--- config.mk ---
export PLATFORM = sky130hd
export DESIGN_NAME = fb_burst_sched
export DESIGN_NICKNAME = d
export VERILOG_FILES = /design/src/rtl/fbs_pkg.sv /design/src/rtl/fbs_arbiter.sv /design/src/rtl/fbs_burst_ptr.sv /design/src/rtl/fbs_field_gate.sv /design/src/rtl/fb_burst_sched.sv
export SDC_FILE = /design/constraint.sdc
export NUM_CORES = 1
export LEC_CHECK = 0
export BUFFER_PORTS_ARGS = -buffer_cell sky130_fd_sc_hd__buf_2
export CAP_MARGIN = 20
export CORE_MARGIN = 2
export CORE_UTILIZATION = 34
export DETAILED_ROUTE_END_ITERATION = 6
export HOLD_SLACK_MARGIN = 0.08
export PLACE_DENSITY_LB_ADDON = 0.12
export SLEW_MARGIN = 20
export SYNTH_ARGS = -nofsm -noshare
export SYNTH_HDL_FRONTEND = slang
export SYNTH_SLANG_ARGS = --single-unit
--- constraint.sdc ---
create_clock -name clk -period 1.37 [get_ports clk]
set_input_delay 0.137 -clock clk [delete_from_list [all_inputs] [get_ports clk]]
set_output_delay 0.137 -clock clk [all_outputs]
set_load 0.01 [all_outputs]
--- src/rtl/fbs_pkg.sv ---
package fbs_pkg;
    typedef enum logic [1:0] {
        ST_IDLE  = 2'd0,
        ST_WRITE = 2'd1,
        ST_READ  = 2'd2
    } fbs_state_e;
endpackage

--- src/rtl/fbs_arbiter.sv ---
module fbs_arbiter (
    input  logic wr_ok,
    input  logic rd_ok,
    input  logic prev_was_rd,
    output logic grant_wr,
    output logic grant_rd
);
    // Contested: favour the direction not served last.
    always_comb begin
        grant_wr = wr_ok && (!rd_ok || prev_was_rd);
        grant_rd = rd_ok && (!wr_ok || !prev_was_rd);
    end
endmodule

--- src/rtl/fbs_burst_ptr.sv ---
module fbs_burst_ptr #(
    parameter int FRAME_BURSTS = 32,
    localparam int PTR_W = (FRAME_BURSTS > 1) ? $clog2(FRAME_BURSTS) : 1
) (
    input  logic             clk,
    input  logic             rst_n,
    input  logic             advance,
    output logic [PTR_W-1:0] ptr
);
    localparam logic [PTR_W-1:0] LAST = PTR_W'(FRAME_BURSTS - 1);

    always_ff @(posedge clk or negedge rst_n) begin
        if (!rst_n)
            ptr <= '0;
        else if (advance)
            ptr <= (ptr == LAST) ? '0 : ptr + 1'b1;
    end
endmodule

--- src/rtl/fbs_field_gate.sv ---
module fbs_field_gate #(
    parameter int FIELD_BURSTS = 16,
    localparam int CNT_W = $clog2(FIELD_BURSTS + 1)
) (
    input  logic clk,
    input  logic rst_n,
    input  logic wr_done,
    output logic open
);
    logic [CNT_W-1:0] stored;
    localparam logic [CNT_W-1:0] TARGET = CNT_W'(FIELD_BURSTS);

    always_ff @(posedge clk or negedge rst_n) begin
        if (!rst_n) begin
            stored <= '0;
            open   <= 1'b0;
        end else if (wr_done && !open) begin
            stored <= stored + 1'b1;
            if (stored + 1'b1 == TARGET)
                open <= 1'b1;
        end
    end
endmodule

--- src/rtl/fb_burst_sched.sv ---
module fb_burst_sched
    import fbs_pkg::*;
#(
    parameter int DATA_W       = 32,
    parameter int BURST_LEN    = 4,
    parameter int BURST_CYC    = 8,
    parameter int FRAME_BURSTS = 32,
    parameter int FIELD_BURSTS = 16,
    parameter int LVL_W        = 8,
    parameter int ADDR_W       = 16
) (
    input  logic              clk,
    input  logic              rst_n,
    input  logic [LVL_W-1:0]  wf_level,
    input  logic [DATA_W-1:0] wf_data,
    output logic              wf_pop,
    input  logic [LVL_W-1:0]  rf_free,
    output logic              rf_push,
    output logic [DATA_W-1:0] rf_data,
    output logic              mem_cmd,
    output logic              mem_we,
    output logic [ADDR_W-1:0] mem_addr,
    output logic [DATA_W-1:0] mem_wdata,
    output logic              mem_wvalid,
    input  logic [DATA_W-1:0] mem_rdata,
    input  logic              mem_rvalid,
    output logic              rd_enabled
);
    localparam int PTR_W  = (FRAME_BURSTS > 1) ? $clog2(FRAME_BURSTS) : 1;
    localparam int BEAT_W = $clog2(BURST_CYC);
    localparam int OFS_W  = $clog2(BURST_LEN);
    localparam logic [BEAT_W-1:0] LAST_BEAT = BEAT_W'(BURST_CYC - 1);
    localparam logic [LVL_W-1:0]  NEED      = LVL_W'(BURST_LEN);

    fbs_state_e        state, state_nx;
    logic [BEAT_W-1:0] beat;
    logic              prev_was_rd;
    logic              last_beat;
    logic              wr_ok, rd_ok, grant_wr, grant_rd;
    logic [1:0]        ptr_adv;
    logic [PTR_W-1:0]  ptr [2];

    assign last_beat = (beat == LAST_BEAT);
    assign wr_ok     = (wf_level >= NEED);
    assign rd_ok     = rd_enabled && (rf_free >= NEED);

    fbs_arbiter u_arb (
        .wr_ok       (wr_ok),
        .rd_ok       (rd_ok),
        .prev_was_rd (prev_was_rd),
        .grant_wr    (grant_wr),
        .grant_rd    (grant_rd)
    );

    // Index 0: write pointer, index 1: read pointer.
    assign ptr_adv[0] = (state == ST_WRITE) && last_beat;
    assign ptr_adv[1] = (state == ST_READ)  && last_beat;

    for (genvar g = 0; g < 2; g++) begin : g_ptr
        fbs_burst_ptr #(.FRAME_BURSTS(FRAME_BURSTS)) u_ptr (
            .clk     (clk),
            .rst_n   (rst_n),
            .advance (ptr_adv[g]),
            .ptr     (ptr[g])
        );
    end

    fbs_field_gate #(.FIELD_BURSTS(FIELD_BURSTS)) u_gate (
        .clk     (clk),
        .rst_n   (rst_n),
        .wr_done (ptr_adv[0]),
        .open    (rd_enabled)
    );

    always_comb begin
        state_nx = state;
        unique case (state)
            ST_IDLE: begin
                if (grant_wr)      state_nx = ST_WRITE;
                else if (grant_rd) state_nx = ST_READ;
            end
            ST_WRITE, ST_READ: begin
                if (last_beat) state_nx = ST_IDLE;
            end
            default: state_nx = ST_IDLE;
        endcase
    end

    always_ff @(posedge clk or negedge rst_n) begin
        if (!rst_n) begin
            state       <= ST_IDLE;
            beat        <= '0;
            prev_was_rd <= 1'b1;
        end else begin
            state <= state_nx;
            beat  <= (state == ST_IDLE) ? '0 : beat + 1'b1;
            if (state == ST_IDLE && grant_wr)
                prev_was_rd <= 1'b0;
            else if (state == ST_IDLE && grant_rd)
                prev_was_rd <= 1'b1;
        end
    end

    always_comb begin
        mem_cmd    = (state != ST_IDLE) && (beat == '0);
        mem_we     = (state == ST_WRITE);
        mem_addr   = ADDR_W'({((state == ST_READ) ? ptr[1] : ptr[0]), {OFS_W{1'b0}}});
        wf_pop     = (state == ST_WRITE) && ({1'b0, beat} < (BEAT_W + 1)'(BURST_LEN));
        mem_wvalid = wf_pop;
        mem_wdata  = wf_data;
        rf_push    = (state == ST_READ) && mem_rvalid;
        rf_data    = mem_rdata;
    end
endmodule

---- Yosys cells after proc, flatten, opt, wreduce, memory -nomap -nowiden ----
Cells that the tools add are included.
storage, ports and cells
  register bits after elaboration ......... 22
  input bits .............................. 83
operators by class
  $add $sub $neg .......................... 4
  order comparisons ....................... 3
  eq/ne operators ......................... 8
  multiplexer cells ....................... 10
  reductions and logical operators ........ 24
operators with widths
  cell                 count
  $ge 8x3->1 const B   2
  $add 5x1->5 const B  3
  $eq 5x5->1 const B   3
  $mux 5               3
  $logic_and 1x1->1    11
  $mux 2               3
  $logic_not 1->1      4
  $pmux 2 s2           1
  $reduce_and 2->1     2
  $reduce_bool 2->1    2
  $add 3x1->3 const B  1
  $eq 3x3->1 const B   1
  $logic_not 3->1      1
  $lt 3x3->1 const B   1
  $mux 3               1
  $ne 3x3->1 const B   1
  $eq 2x1->1 const B   1
  $eq 2x2->1 const B   1
  $logic_not 2->1      1
  $logic_or 1x1->1     2
  $mux 1               2
  $ne 2x2->1 const B   1
  $reduce_or 2->1      1

---- Longest topological paths before layout ----
Gate-level depths: netlist of run 1.
  depth after elaboration ................. 7
  depth in mapped cells ................... 6
  depth with buffers taken out ............ 6

---- By module ----
A second synthesis of run 1 with hierarchy kept.
second synthesis, totals
  cells, all modules ...................... 189
  area, all modules ....................... 1,821.7 µm²
modules (own cells, without submodules)
  module                          times used  cells each  area an instance (µm²)  seq. area each (µm²)
  fb_burst_sched                  1           122         1,009.7                 151.4
  fbs_field_gate                  1           24          306.5                   150.1
  fbs_burst_ptr (g_ptr[0].u_ptr)  1           20          247.7                   125.1
  fbs_burst_ptr (g_ptr[1].u_ptr)  1           20          239.0                   125.1
  fbs_arbiter                     1           3           18.8                    0.0

---- Worst setup path after synthesis of run 1 ----
Ideal clock, no wire load.
  path kind ............................... reg-to-reg
  from .................................... reg beat[0]
  to ...................................... reg state[1]
  arrival ................................. 1.393 ns
  required time ........................... 1.249 ns
  path slack .............................. -0.144 ns
  stages on the path, launching flop included .. 6
  cells stage by stage .................... dfrtp_1 -> ha_1 -> ha_1 -> nand2b_1 -> and3_1 -> a32o_2
between the ends
  longest elaborated chain between the ends .. 3
RTL lines
  item                        RTL line              text
  start: declaration          fb_burst_sched.sv:36  logic [BEAT_W-1:0] beat;
  start signal: assignment    fb_burst_sched.sv:96  beat <= (state == ST_IDLE) ? '0 : beat + 1'b1;
  $eq 3x3->1                  fb_burst_sched.sv:43  assign last_beat = (beat == LAST_BEAT);
  $ne 2x2->1 (no line)        n/a
  $reduce_and 2->1 (no line)  n/a
  end signal: assignment      fb_burst_sched.sv:95  state <= state_nx;
  end: declaration            fb_burst_sched.sv:35  fbs_state_e state, state_nx;
No other way between the ends.
A chain may end at the register's enable or synchronous reset.

---- Worst setup path in the final report of run 1 ----
  from .................................... reg state[0]
  to ...................................... out mem_addr[6]
between the ends
  longest elaborated chain between the ends .. 2
RTL lines
  item              RTL line               text
  $eq 2x2->1        fb_burst_sched.sv:107  mem_addr = ADDR_W'({((state == ST_READ) ? ptr[1] : ptr[0]), {OFS_W{1'b0}}});
  $mux 5            fb_burst_sched.sv:107
  end: declaration  fb_burst_sched.sv:22   output logic [ADDR_W-1:0] mem_addr,
No other way between the ends.

==> impl_results.md, run 1 <==
* Outcome: finished with violations
* Violated checks: setup timing
* Leakage at 1.07 nW
* Slowest-stage cell, CP: dfrtp_1
* Placed Cells at 247
* Type of origin of the critical path: flip-flop
* RR Endpoint: u_gate.stored[1]$_DFFE_PN0P_
* Distinct cell type count after synthesis at 37
* Clk pin slew, worst setup/hold paths at 0.09 ns
* 1st-pass router iterations at 4
* Post-layout minimum cycle time at 1.58 ns
* Area of the core at 5440 um2
* Tcrit/Tclk final at 115%
* DRC at 0
* Hold path start: wf_level[2]
* Total global-route track usage at 10.7%
* WL final at 3.47 mm
* Placed inst area at 1740 um2
* Initial antenna violation count at 0
* DIE AREA at 6150 um2
* Area grow syn2layout at 18.2%
* Placed wire-length estimate at 2.34 mm
* Largest net degree at the start of global routing at 23
* Cells along the critical path: inv_2 -> ha_4 -> mux2_4 -> buf_6
* Fin area at 2220 um2
* Sw Ratio at 31.7%
* Reg2reg start: state[1]$_DFFE_PN0P_
* Number of global-route vias before repair at 1,145
* Sink Count at 22
* MaxCap Viol Count at 0
* Max Fclk at 0.632 GHz
* Initial Util at 34.6%
* Skew-Pair Late Insertion Delay at 0.26 ns
* CTS Buf Count at 3
* Vias per inst at 4.55
* Cell internal pwr at 1.79 mW
* Worst R2R Setup Slack at -0.10 ns
* Mapped Area at 1880 um2
* Avg Synthesized Cell Area at 9.46 um2
* TritonCTS clock tree: built
* Worst hold endpoint: prev_was_rd$_DFFE_PN1P_
* Clock power frac at 18.0%
* Setup crit end kind: primary output
* DRT iter0 DRCs at 16
* Final slew viol count at 0
* Share of layout cells above drive strength 1 at 60.1%
* Comb power frac at 50.8%
* Global route overflow at 0
* Vias at 1,205
* Antenna cells at 0
* Avg WL per Cell at 13.1 um
* Max_slew headroom at 63.9%
* Hold Slack at 0.230 ns
* Die width at 78.4 um
* First-pass GRT wire length at 5.24 mm
* Worst endpoint required time at 1.23 ns
* RSZ-0062 raised after global routing: yes
* Finished Layout Cells at 265
* Final WS setup at -0.211 ns
* Peak supply drop at 0.000833 V
* Kind of critical path: flip-flop to primary output
* Flop pwr share at 31.2%
* TNS Setup at -2.07 ns
* Row cnt at 27
* Yosys warnings at 0
* Setup violations, final at 21
* Crit path DAT at 1.44 ns
* Min-delay worst type: primary input to flip-flop
* Pwr/cell area at 1180 nW/um2
* Htree depth at 1
* Worst-margin pin slew at 0.541 ns
* IO Pins at 169
* Routability Congestion at 0.710
* Final Hold Viols at 0
* Hold path depth at 3
* R2R depth at 5
* P_sw at 0.832 mW
* Root buf cell: clkbuf_8
* Fillers at 540
* CTS Buffer Depth at 2
* Fin nets at 289
* Mapped Cells at 199
* IO buf count at 25
* Critical Path Fanout Max at 7
* Final ANT Viol Nets at 0
* Worst path max stage delay at 0.43 ns
* #FFs+latches synth at 22
* Chip Height at 78.4 um
* Clk_skew at 0.00662 ns
* Register area share after synthesis at 29.3%
==> registers in the layout, summed over array words and instances, names as in the netlist <==
register,cells
prev_was_rd,1
state,2
g_ptr.u_ptr.ptr,10
u_gate.open,1
beat,3
u_gate.stored,5
==> critical path, delay by kind of cell (launching register included) <==
kind | cells | cell delay (ns)
adders and majority gates | 1 | 0.21
muxes | 1 | 0.32
DFF | 1 | 0.43
buffers and inverters | 2 | 0.22
==> synthesized netlist by cell type (all sizes together) <==
| cell | number | area (um2) |
|---|---|---|
| a21bo | 1 | 10.0 |
| a21oi | 2 | 10.0 |
| inv | 6 | 22.5 |
| or2 | 2 | 12.5 |
| a32o | 1 | 11.3 |
| nor3b | 1 | 7.51 |
| conb | 1 | 3.75 |
| nand3 | 3 | 15.0 |
| o22a | 1 | 8.76 |
| and2 | 1 | 6.26 |
| or4 | 1 | 11.3 |
| a311oi | 1 | 8.76 |
| nand2 | 11 | 41.3 |
| o31ai | 1 | 12.5 |
| nor2b | 5 | 31.3 |
| ha | 12 | 150 |
| clkbuf | 1 | 3.75 |
| nand2b | 4 | 25.0 |
| and3b | 3 | 26.3 |
| nand4 | 1 | 6.26 |
| mux2 | 10 | 113 |
| nand3b | 1 | 7.51 |
| o41ai | 1 | 16.3 |
| nor3 | 3 | 15.0 |
| a41o | 2 | 20.0 |
| o32ai | 1 | 8.76 |
| o21ai | 8 | 40.0 |
| dfrtp | 21 | 526 |
| buf | 77 | 576 |
| xor2 | 2 | 17.5 |
| dfstp | 1 | 26.3 |
| and3 | 3 | 18.8 |
| xnor2 | 3 | 26.3 |
| nor2 | 4 | 15.0 |
| mux2i | 2 | 20.0 |
| nor4 | 1 | 12.5 |
==> cell usage in the layout, fill, tap and decap left out, drive strengths merged, types with 2 or more instances in the layout <==
cell,count
a21oi,2
a41o,2
and3,3
and3b,3
buf,57
clkbuf,4
conb,11
dfrtp,21
ha,12
inv,6
mux2,10
mux2i,2
nand2,11
nand2b,4
nand3,3
nor2,4
nor2b,5
nor3,3
o21ai,8
or2,2
xnor2,3
xor2,2
==> routing by layer <==
| metal | track usage [%] | part of all wire (%) |
|---|---|---|
| met3 | 3.91 | 6.7 |
| met5 | 0 | 0 |
| met2 | 17.8 | 48 |
| met4 | 2.81 | 1.7 |
| met1 | 13.0 | 43 |
==> timing repair <==
item | CTS | global route
gates resized for setup | 38 | 31
pin swaps | 9 | 12
setup buffers | 5 | 9
endpoints found under the setup margin | 26 | 29
gates cloned | 0 | 0
hold endpoints to repair | 21 | 0
hold buffers | 1 | 0
==> power groups by stage <==
stage	Sequential (mW)	Combinational, mW	Clock [mW]
6_report	0.820	1.33	0.473
5_1_grt	0.832	1.46	0.527
4_1_cts	0.811	1.11	0.504
3_5_place_dp	0.820	0.824	0
3_3_place_gp	0.814	0.815	0
2_1_floorplan	0.817	0.674	0
==> area by class of cell <==
cell class | instances | area [um2] | area share [%]
Clock buffer | 4 | 55.1 | 2.48
Inverter | 6 | 25.0 | 1.13
Multi-Input combinational cell | 103 | 1010 | 45.6
Sequential cell | 22 | 554 | 24.9
Tap cell | 72 | 90.1 | 4.05
Timing Repair Buffer | 58 | 484 | 21.8
==> cells by family (layout without fill, tap and decap cells) <==
| group | count (synthesis) | after routing | synth area share (%) |
|---|---|---|---|
| other cells | 1 | 11 | 0.199 |
| fa+ha+maj | 12 | 12 | 7.98 |
| buf+inv | 84 | 68 | 32.0 |
| mux | 12 | 12 | 7.05 |
| simple gates | 44 | 44 | 13.4 |
| flops | 22 | 22 | 29.3 |
| xor+xnor | 5 | 5 | 2.33 |
| compound gates | 19 | 19 | 7.78 |
==> metrics by stage <==
| step | setup slack, ns | power (mW) | util (%) |
|---|---|---|---|
| final | -0.211 | 2.63 | 40.9 |
| after global routing | -0.276 | 2.82 | 40.9 |
| after CTS | -0.253 | 2.43 | 36.8 |
| after detailed placement | -0.0954 | 1.64 | 32.0 |
| after global placement | -0.0682 | 1.63 | 32.0 |
| after floorplan | -0.0179 | 1.49 | - |
==> worst max-delay path by stage <==
stage	start	to	slack (ns)	cells past startpoint
floorplan	beat[0]$_DFF_PN0_	state[1]$_DFFE_PN0P_	-0.02	5
global placement	beat[1]$_DFF_PN0_	g_ptr[0].u_ptr.ptr[1]$_DFFE_PN0P_	-0.07	4
detailed placement	beat[1]$_DFF_PN0_	g_ptr[0].u_ptr.ptr[4]$_DFFE_PN0P_	-0.1	4
CTS	state[0]$_DFFE_PN0P_	mem_addr[6]	-0.25	5
global route	state[0]$_DFFE_PN0P_	mem_cmd	-0.28	6
finish	state[0]$_DFFE_PN0P_	mem_addr[6]	-0.21	4
(Power assumes the default switching activity.)
==> run 2, diff against run 1 <==
--- a/config.mk
+++ b/config.mk
@@ -5,6 +5,7 @@
 export SDC_FILE = /design/constraint.sdc
 export NUM_CORES = 1
 export LEC_CHECK = 0
+export ABC_AREA = 1
 export BUFFER_PORTS_ARGS = -buffer_cell sky130_fd_sc_hd__buf_2
 export CAP_MARGIN = 20
 export CORE_MARGIN = 2
==> impl_results.md, run 2 <==
* Outcome: finished with violations
* Violated checks: setup timing
* Vias per inst at 4.18
* DRT iter0 DRCs at 14
* Placed Cells at 272
* Top post-synthesis cells by count: 77 x buf_4, 32 x nand2_1, 24 x inv_1
* Antenna cells at 0
* Largest registers: g_ptr.u_ptr.ptr (10), u_gate.stored (5), beat (3)
* Total power at 2.01 mW
* Clock power frac at 20.7%
* First-pass GRT wire length at 5.02 mm
* Final ANT Viol Nets at 0
* Vias at 1,170
* Total global-route track usage at 10.1%
* Area grow syn2layout at -4.62%
* Max Fclk at 0.694 GHz
* Die width at 78.1 um
* IO buf count at 25
* Placed wire-length estimate at 2.15 mm
* Leakage at 0.964 nW
* Register area share after synthesis at 29.5%
* MaxCap Viol Count at 0
* Htree depth at 1
* Chip Height at 78.1 um
* #FFs+latches synth at 22
* Critical Path Fanout Max at 6
* Clk pin slew, worst setup/hold paths at 0.08 ns
* Crit path DAT at 1.30 ns
* Number of global-route vias before repair at 1,091
* Tcrit/Tclk final at 105%
* Post-layout minimum cycle time at 1.44 ns
* Final core utilization at 34.2%
* Cell internal pwr at 1.33 mW
* Area of the core at 5200 um2
* Yosys top cell by area: buf_4
* Number of synthesized flops with an enable pin at 0
* Largest register by flop count: g_ptr.u_ptr.ptr
* P_sw at 0.677 mW
* Final WS setup at -0.0705 ns
* Sw Ratio at 33.7%
* Initial Util at 35.9%
* Asr flop ratio synth at 100%
* Global route overflow at 0
* Worst endpoint required time at 1.23 ns
* CTS Buf Count at 3
* DRC at 0
* Setup crit end kind: primary output
* Worst slack, placed at -0.0276 ns
* Yosys top cell area share at 30.9%
* Most frequent cell after synthesis: buf_4
* Avg WL per Cell at 10.3 um
* Number of flip-flops in the largest register at 10
* Sink Count at 22
* Commonest non-fill, non-tap cell in the layout: nand2_1
* CTS Buffer Depth at 2
* Type of origin of the critical path: flip-flop
* Routability Congestion at 0.735
* Clk_skew at 0.00811 ns
* Worst path max stage delay at 0.42 ns
* Row cnt at 26
* Avg Synthesized Cell Area at 8.09 um2
* Comb power frac at 38.2%
* DIE AREA at 6100 um2
* RSZ-0062 raised after global routing: yes
* Area contributors post-synth: buf_4 31%, dfrtp_1 28%, ha_1 8.0%
* Share of layout cells above drive strength 1 at 32.4%
* Cells along the critical path: inv_2 -> ha_2 -> nor3b_2 -> buf_2
* 1st-pass router iterations at 4
* Max_slew headroom at 64.3%
* Kind of critical path: flip-flop to primary output
* Skew-Pair Late Insertion Delay at 0.26 ns
* Worst-margin pin slew at 0.536 ns
* Fin nets at 306
* Final Hold Viols at 0
* Main flop type after synthesis: dfrtp_1
* IO Pins at 169
* Worst R2R Setup Slack at -0.03 ns
* TritonCTS clock tree: built
* TNS Setup at -0.401 ns
* Initial antenna violation count at 0
* Mapped Cells at 231
* Pwr/cell area at 1130 nW/um2
* Peak supply drop at 0.000718 V
* Root buf cell: clkbuf_8
* Largest net degree at the start of global routing at 23
* Finished Layout Cells at 280
* Slowest-stage cell, CP: dfrtp_1
* WL final at 2.89 mm
* Distinct cell type count after synthesis at 25
* Mapped Area at 1870 um2
* Commonest non-fill, non-tap cells in the layout: 29 x nand2_1, 24 x buf_2, 21 x dfrtp_1
* Yosys warnings at 0
* Flop pwr share at 41.1%
* Min-delay worst type: primary input to flip-flop
* Final slew viol count at 0
* Setup violations, final at 10
run 2: path summary, 6_finish.rpt:
path	from	cells after the start	endpoint
worst min register to register	prev_was_rd$_DFFE_PN1P_	2	prev_was_rd$_DFFE_PN1P_
min in group asynchronous	rst_n	2	beat[1]$_DFF_PN0_
worst max-delay path	state[1]$_DFFE_PN0P_	4	mem_cmd
worst min-delay path	wf_level[6]	6	prev_was_rd$_DFFE_PN1P_
worst max register to register	beat[1]$_DFF_PN0_	5	u_gate.stored[2]$_DFFE_PN0P_
max in group asynchronous	rst_n	2	prev_was_rd$_DFFE_PN1P_
run 2: cells by family (layout without fill, tap and decap cells):
logic type | count (synthesis) | count (layout) | share of synthesized area, %
AND/OR/NAND/NOR | 67 | 67 | 16.6
multiplexers | 2 | 2 | 1.61
XOR/XNOR | 4 | 4 | 1.88
flip-flops | 22 | 22 | 29.5
other | 1 | 11 | 0.201
AO/OA/AOI/OAI | 20 | 20 | 5.96
buffers and inverters | 103 | 72 | 36.2
adder cells (fa/ha/maj) | 12 | 12 | 8.04
run 2: critical path: cells and delay by family (launching register included):
kind	cells	cell delay (ns)
adder cells (fa/ha/maj)	1	0.23
buffers and inverters	2	0.22
flip-flops	1	0.42
AND/OR/NAND/NOR	1	0.17
run 2: metal layers:
layer  routed length, um  GRT usage, %  vias to the layer above
li1                    -             -                      588
met1                1380          13.7                      523
met2                1210          14.1                       49
met3                 248          3.22                       10
met4                  44          5.61                        0
met5                   0             0                        -
run 2: timing repair:
action	4_1_cts	5_1_grt
endpoints found under the hold margin	21	0
setup endpoints to repair	15	21
hold buffers	1	0
gates resized for setup	13	9
pin swaps	6	0
setup buffers	2	1
run 2: power by group through the flow:
stage	Sequential [mW]	Clock, mW	Combinational [mW]
after floorplan	0.822	0	0.624
after global placement	0.836	0	0.640
after detailed placement	0.835	0	0.642
after CTS	0.820	0.445	0.712
after global routing	0.844	0.471	0.883
final	0.825	0.417	0.767
run 2: final cells by class:
| class | count | area [um2] |
|---|---|---|
| sequential | 22 | 552 |
| multi-input combinational | 116 | 723 |
| fill | 577 | 3420 |
| inverter | 26 | 97.6 |
| clock buffer | 4 | 45.0 |
| tap | 70 | 87.6 |
| timing repair buffer | 42 | 277 |
run 2: through the flow:
step	instance area [um2]	hold WS, ns
floorplan	1910	-0.159
global placement	1640	0.157
detailed placement	1640	0.160
CTS	1750	0.235
global route	1780	0.274
finish	1780	0.239
